**src/rtl/hyb_add_pkg.sv**
```systemverilog
package hyb_add_pkg;
  typedef enum logic [0:0] {
    SEG_RIPPLE    = 1'b0,
    SEG_LOOKAHEAD = 1'b1
  } seg_arch_e;

  // bits per lookahead group
  localparam int unsigned GRP_W = 4;
endpackage

```
**src/rtl/hyb_ripple_seg.sv**
```systemverilog
module hyb_ripple_seg #(
  parameter int unsigned W = 32
) (
  input  logic [W-1:0] a,
  input  logic [W-1:0] b,
  input  logic         ci,
  output logic [W-1:0] s,
  output logic         co
);
  always_comb begin
    logic c_run;
    c_run = ci;
    for (int i = 0; i < int'(W); i++) begin
      s[i]  = a[i] ^ b[i] ^ c_run;
      c_run = (a[i] & b[i]) | (c_run & (a[i] ^ b[i]));
    end
    co = c_run;
  end
endmodule

```
**src/rtl/hyb_cla_seg.sv**
```systemverilog
module hyb_cla_seg
  import hyb_add_pkg::*;
#(
  parameter int unsigned W = 96
) (
  input  logic [W-1:0] a,
  input  logic [W-1:0] b,
  input  logic         ci,
  output logic [W-1:0] s,
  output logic         co
);
  localparam int unsigned NG = (W + GRP_W - 1) / GRP_W;
  localparam int unsigned LV = (NG > 1) ? $clog2(NG) : 0;

  logic [W-1:0]  p_bit, g_bit;
  logic [NG-1:0] grp_g, grp_p;
  logic [LV:0][NG-1:0] pf_g, pf_p;

  assign p_bit = a ^ b;
  assign g_bit = a & b;

  // group generate/propagate over the real bits of each group
  always_comb begin
    for (int j = 0; j < int'(NG); j++) begin
      grp_g[j] = 1'b0;
      grp_p[j] = 1'b1;
      for (int k = 0; k < int'(GRP_W); k++) begin
        if (j * int'(GRP_W) + k < int'(W)) begin
          grp_g[j] = g_bit[j*GRP_W+k] | (p_bit[j*GRP_W+k] & grp_g[j]);
          grp_p[j] = grp_p[j] & p_bit[j*GRP_W+k];
        end
      end
    end
  end

  assign pf_g[0] = grp_g;
  assign pf_p[0] = grp_p;

  // logarithmic prefix across groups
  for (genvar lv = 0; lv < LV; lv++) begin : g_lvl
    for (genvar j = 0; j < NG; j++) begin : g_node
      if (j >= (1 << lv)) begin : g_comb
        assign pf_g[lv+1][j] = pf_g[lv][j] | (pf_p[lv][j] & pf_g[lv][j-(1<<lv)]);
        assign pf_p[lv+1][j] = pf_p[lv][j] & pf_p[lv][j-(1<<lv)];
      end else begin : g_pass
        assign pf_g[lv+1][j] = pf_g[lv][j];
        assign pf_p[lv+1][j] = pf_p[lv][j];
      end
    end
  end

  // bit carries inside each group from the group's incoming carry
  always_comb begin
    logic c_run;
    s = '0;
    for (int j = 0; j < int'(NG); j++) begin
      c_run = (j == 0) ? ci : (pf_g[LV][j-1] | (pf_p[LV][j-1] & ci));
      for (int k = 0; k < int'(GRP_W); k++) begin
        if (j * int'(GRP_W) + k < int'(W)) begin
          s[j*GRP_W+k] = p_bit[j*GRP_W+k] ^ c_run;
          c_run = g_bit[j*GRP_W+k] | (p_bit[j*GRP_W+k] & c_run);
        end
      end
    end
  end

  assign co = pf_g[LV][NG-1] | (pf_p[LV][NG-1] & ci);
endmodule

```
**src/rtl/hyb_seg.sv**
```systemverilog
module hyb_seg
  import hyb_add_pkg::*;
#(
  parameter int unsigned W    = 32,
  parameter seg_arch_e   ARCH = SEG_RIPPLE
) (
  input  logic [W-1:0] a,
  input  logic [W-1:0] b,
  input  logic         ci,
  output logic [W-1:0] s,
  output logic         co
);
  if (ARCH == SEG_LOOKAHEAD) begin : g_cla
    hyb_cla_seg #(.W(W)) cla_i (.a(a), .b(b), .ci(ci), .s(s), .co(co));
  end else begin : g_rca
    hyb_ripple_seg #(.W(W)) rca_i (.a(a), .b(b), .ci(ci), .s(s), .co(co));
  end
endmodule

```
**src/rtl/hyb_adder.sv**
```systemverilog
module hyb_adder
  import hyb_add_pkg::*;
#(
  parameter int unsigned WIDTH     = 128,
  parameter int unsigned LOW_W     = 32,
  parameter seg_arch_e   LOW_ARCH  = SEG_RIPPLE,
  parameter seg_arch_e   HIGH_ARCH = SEG_LOOKAHEAD,
  parameter bit          OUT_REG   = 1'b1
) (
  input  logic             clk,
  input  logic             rst_n,
  input  logic [WIDTH-1:0] op_a,
  input  logic [WIDTH-1:0] op_b,
  input  logic             carry_in,
  output logic [WIDTH-1:0] sum_out,
  output logic             carry_out
);
  localparam int unsigned HIGH_W = WIDTH - LOW_W;

  logic [WIDTH-1:0] sum_c;
  logic             seam_c;
  logic             co_c;

  if (LOW_W == 0) begin : g_no_low
    assign seam_c = carry_in;
  end else begin : g_low
    hyb_seg #(.W(LOW_W), .ARCH(LOW_ARCH)) lo_i (
      .a(op_a[LOW_W-1:0]), .b(op_b[LOW_W-1:0]), .ci(carry_in),
      .s(sum_c[LOW_W-1:0]), .co(seam_c)
    );
  end

  if (HIGH_W == 0) begin : g_no_high
    assign co_c = seam_c;
  end else begin : g_high
    hyb_seg #(.W(HIGH_W), .ARCH(HIGH_ARCH)) hi_i (
      .a(op_a[WIDTH-1:LOW_W]), .b(op_b[WIDTH-1:LOW_W]), .ci(seam_c),
      .s(sum_c[WIDTH-1:LOW_W]), .co(co_c)
    );
  end

  if (OUT_REG) begin : g_reg
    always_ff @(posedge clk or negedge rst_n) begin
      if (!rst_n) begin
        sum_out   <= '0;
        carry_out <= 1'b0;
      end else begin
        sum_out   <= sum_c;
        carry_out <= co_c;
      end
    end
  end else begin : g_comb
    assign sum_out   = sum_c;
    assign carry_out = co_c;
  end
endmodule

```
**config.mk**
```make
export PLATFORM = sky130hd
export DESIGN_NAME = hyb_adder
export DESIGN_NICKNAME = d
export VERILOG_FILES = /design/src/rtl/hyb_add_pkg.sv /design/src/rtl/hyb_ripple_seg.sv /design/src/rtl/hyb_cla_seg.sv /design/src/rtl/hyb_seg.sv /design/src/rtl/hyb_adder.sv
export SDC_FILE = /design/constraint.sdc
export NUM_CORES = 1
export LEC_CHECK = 0
export CAP_MARGIN = 20
export CORE_ASPECT_RATIO = 0.5
export CORE_MARGIN = 2
export CORE_UTILIZATION = 25
export CTS_BUF_LIST = sky130_fd_sc_hd__clkbuf_8
export DETAILED_ROUTE_END_ITERATION = 6
export PLACE_DENSITY = 0.52
export SLEW_MARGIN = 20
export SYNTH_ARGS = -nofsm -noshare
export SYNTH_HDL_FRONTEND = slang
export SYNTH_SLANG_ARGS = --single-unit
```
**constraint.sdc**
```tcl
create_clock -name clk -period 0.8 [get_ports clk]
set_input_delay 0.12 -clock clk [delete_from_list [all_inputs] [get_ports clk]]
set_output_delay 0.12 -clock clk [all_outputs]
set_load 0.02 [all_outputs]
```
==> key figures <==
Power
  • Clock share of power: about a quarter
  • Switching share of power: 33.2%
  • VDD IR max: 0.938 mV
  • Total power: approximately 26 mW
  • Lkg Pwr: between 6 and 7 nW
  • Power per cell area: 1730 nW/um^2
  • Seq pwr share: ~33%
  • Int Pwr: 17.6 mW
  • Gate power share: 43.2%
  • P_sw: about 8.7 mW

Drt
  • Final ANT Viol Nets: 0
  • Metal-1 WL: around 11000 microns
  • DR iter-0 viols: around 250
  • WL/cell: about 18 microns
  • Drt first pass iters: 5
  • Vias/cell: between 4 and 5
  • Vias after detailed routing: 6979
  • # DRC: 0
  • Final WL: 29400 microns
  • Met2 wire length: between 15000 and 20000 microns
  • DR top layer: met4
  • Met3 wire len: between 700 and 800 microns

Die
  • Die Ht: 130 microns
  • Top Ports: 388
  • Core box area: approximately 31000 sq um
  • Die W: about 260 microns
  • Die area: approximately 33000 sq um
  • Rows: 46
  • Initial Util: between 20% and 30%

Worst setup path
  • Crit-path most repeated cell: fa_2
  • Crit path required time: 1.22 ns
  • CP startpoint kind: primary input
  • CP Data Arrival Time: around 14 ns
  • CP max stage cell: fa_2
  • Critical setup path kind: in -> reg
  • Crit path launch: op_a[0]
  • Worst-path maximum fanout: 2
  • Critical Path Sink Type: flop
  • Worst path max stage delay: 0.53 ns

Placed design
  • Worst slack at placement: -14.15 ns
  • Post-DP HPWL: ~26000 microns
  • GPL Wtd Cong: 0.921
  • # port buffers: between 300 and 400
  • Dpl cell area: ~14000 sq um

Layout
  • Fin util: between 40% and 50%
  • Layout area overhead: 91.6%
  • Final instance area: ~15000 sq um
  • Layout fillers: about 2900
  • Layout Nets: roughly 1700
  • Area of the multi-input gates: roughly 5000 sq um
  • Layout cells sized above 1: a little over two fifths
  • FF/Latch Area: around 3200 sq um

Synth
  • Top_reg_cell synth: dfrtp_1
  • Post-synth net total: around 1000
  • Async SR Flop Fraction: between 90% and 100%
  • Post-synthesis sequential area ratio: 40.8%
  • Netlist cell types: 43
  • Synthesized area per cell: between 10 and 15 sq um
  • Number of synthesized flops with an enable pin: 0
  • Warnings, synthesis: 0
  • Syn Std Cell Area: 7920 sq um
  • Seq cells post-synth: between 100 and 150
  • Mapped Cells: about 570

Global route
  • Number of global-route vias before repair: slightly below 8000
  • Largest net degree at the start of global routing: 35
  • Antenna violations before repair: 9
  • First-pass GRT wire length: around 44000 microns
  • Total Routing Usage GR: 18.0%
  • Total congestion overflow: 0

Clock network
  • CTS Root Cell: clkbuf_8
  • Maximum clock insertion buffer count: 2
  • CTS tree: yes
  • Clock transition at path regs: 0.08 ns
  • CTS Hold Bufs: 1
  • CTS sink cnt: 129
  • CTS Buf Count: 17
  • H-tree levels: 4

STA
  • Final Hold Viols: 1
  • Pins Over Slew Limit: 0
  • Relative slew slack: between 60% and 70%
  • RSZ-0062 raised after global routing: true
  • Setup ws final: -13.11 ns
  • Max Freq: between 70 and 80 MHz
  • Final hold slack: -0.0683 ns
  • Tmin final: roughly 14 ns
  • Worst Tran Pin Value: 0.447 ns
  • Final worst path period share: 1740%
  • Setup violators final: 256

Worst hold path
  • Worst Hold End: sum_out[0]$_DFF_PN0_
  • Hold Path Stages: 2
  • Worst hold-check path type: in -> reg
  • Worst hold start: op_a[0]

Flow run
  • Max-Cap Viols: 0

Outcome
  • Violated checks: negative hold slack, negative setup slack
  • Outcome: finished with violations
placed cells by master (no fill, tap or decap), drive strengths merged, types with 4 or more instances in the layout:
| master | instances |
|---|---|
| a211oi | 4 |
| a21o | 19 |
| a21oi | 48 |
| and4 | 5 |
| buf | 358 |
| clkbuf | 22 |
| clkdlybuf4s50 | 253 |
| dfrtp | 129 |
| diode | 10 |
| fa | 103 |
| ha | 96 |
| inv | 12 |
| nand2 | 34 |
| nand3 | 8 |
| nand4 | 14 |
| nor2 | 16 |
| nor2b | 5 |
| o21ai | 19 |
| o21bai | 4 |
| xor2 | 24 |
layer usage:
| metal | vias to the layer above | global-route usage [%] |
|---|---|---|
| met4 | 0 | 8.19 |
| li1 | 3278 | - |
| met3 | 36 | 3.77 |
| met1 | 3548 | 20.0 |
| met5 | - | 0 |
| met2 | 117 | 33.9 |
state kept, by name, indices dropped and copies added (netlist names):
name and cells:
sum_out 128, carry_out 1
Yosys cell counts, types with 2 or more instances:
cell / count / share of area, %
nor2_1: 15 / 0.71
inv_1: 11 / 0.52
nand2b_1: 2 / 0.16
and3_1: 2 / 0.16
a211oi_1: 4 / 0.38
and2_1: 2 / 0.16
ha_1: 96 / 15
nor2b_1: 5 / 0.40
nor3_1: 3 / 0.19
nand2_1: 34 / 1.6
a21o_1: 19 / 1.8
and4_1: 4 / 0.44
nand3_1: 8 / 0.51
a21oi_1: 48 / 3.0
xor2_1: 24 / 2.7
o21bai_1: 4 / 0.38
nand4_1: 13 / 1.0
fa_1: 103 / 26
or2_2: 2 / 0.16
a31oi_1: 2 / 0.16
o21ai_0: 18 / 1.1
dfrtp_1: 129 / 41
timing repair:
item | in CTS | in global routing
resized for setup | 786 | 7
pin swaps | 22 | 13
hold endpoints to repair | 130 | 1
cloned | 0 | 0
setup buffers | 6 | 4
setup endpoints to repair | 257 | 256
power groups by stage:
| stage | Combinational, mW | Sequential (mW) | Clock (mW) |
|---|---|---|---|
| 2_1_floorplan | 2.24 | 10.2 | 0 |
| 3_3_place_gp | 10.8 | 8.43 | 0 |
| 3_5_place_dp | 11.0 | 8.45 | 0 |
| 4_1_cts | 11.5 | 8.62 | 6.56 |
| 5_1_grt | 12.3 | 8.74 | 6.89 |
| 6_report | 11.4 | 8.60 | 6.33 |
worst max path at each step:
stage                             endpoint  slack [ns]  cells past startpoint
floorplan           sum_out[127]$_DFF_PN0_      -12.96                     46
finish              sum_out[126]$_DFF_PN0_      -13.11                     46
detailed placement  sum_out[127]$_DFF_PN0_      -14.15                     47
global placement    sum_out[127]$_DFF_PN0_      -13.91                     47
CTS                 sum_out[127]$_DFF_PN0_      -13.13                     47
global route        sum_out[126]$_DFF_PN0_      -13.44                     46
critical path: cells and delay by family:
kind                       cells  cell delay [ns]
buffers and inverters          2             0.16
and+or+nand+nor                3             0.64
adders and majority gates     35            12.28
AOI/OAI and AO/OA              6             1.11
metrics by stage:
| step | std cells | TNS (ns) |
|---|---|---|
| 2_1_floorplan | 569 | -1357.83 |
| 3_3_place_gp | 1605 | -1488.67 |
| 3_5_place_dp | 1605 | -1512.37 |
| 4_1_cts | 1643 | -1412.77 |
| 5_1_grt | 1655 | -1448.06 |
| 6_report | 1656 | -1407.98 |
cell type report:
class,count,share of cell area (%)
clock inverters,10,0.866
clock buffers,22,2.00
multi-input cells,429,33.3
inverters,11,0.272
well taps,432,3.56
flip-flops and latches,129,21.3
repair buffers,613,38.6
diodes,10,0.165
cell families (layout without fill, tap and decap cells):
| family | count (synthesis) | after routing | share of synthesized area [%] |
|---|---|---|---|
| adders and majority gates | 199 | 199 | 41.2 |
| DFF | 129 | 129 | 40.8 |
| AOI/OAI and AO/OA | 105 | 105 | 8.03 |
| and+or+nand+nor | 100 | 100 | 6.72 |
| xor gates and xnor gates | 25 | 25 | 2.77 |
| buffers and inverters | 11 | 656 | 0.521 |
| other | 0 | 10 | 0 |
Note: power is estimated with default switching activity, not from simulation.
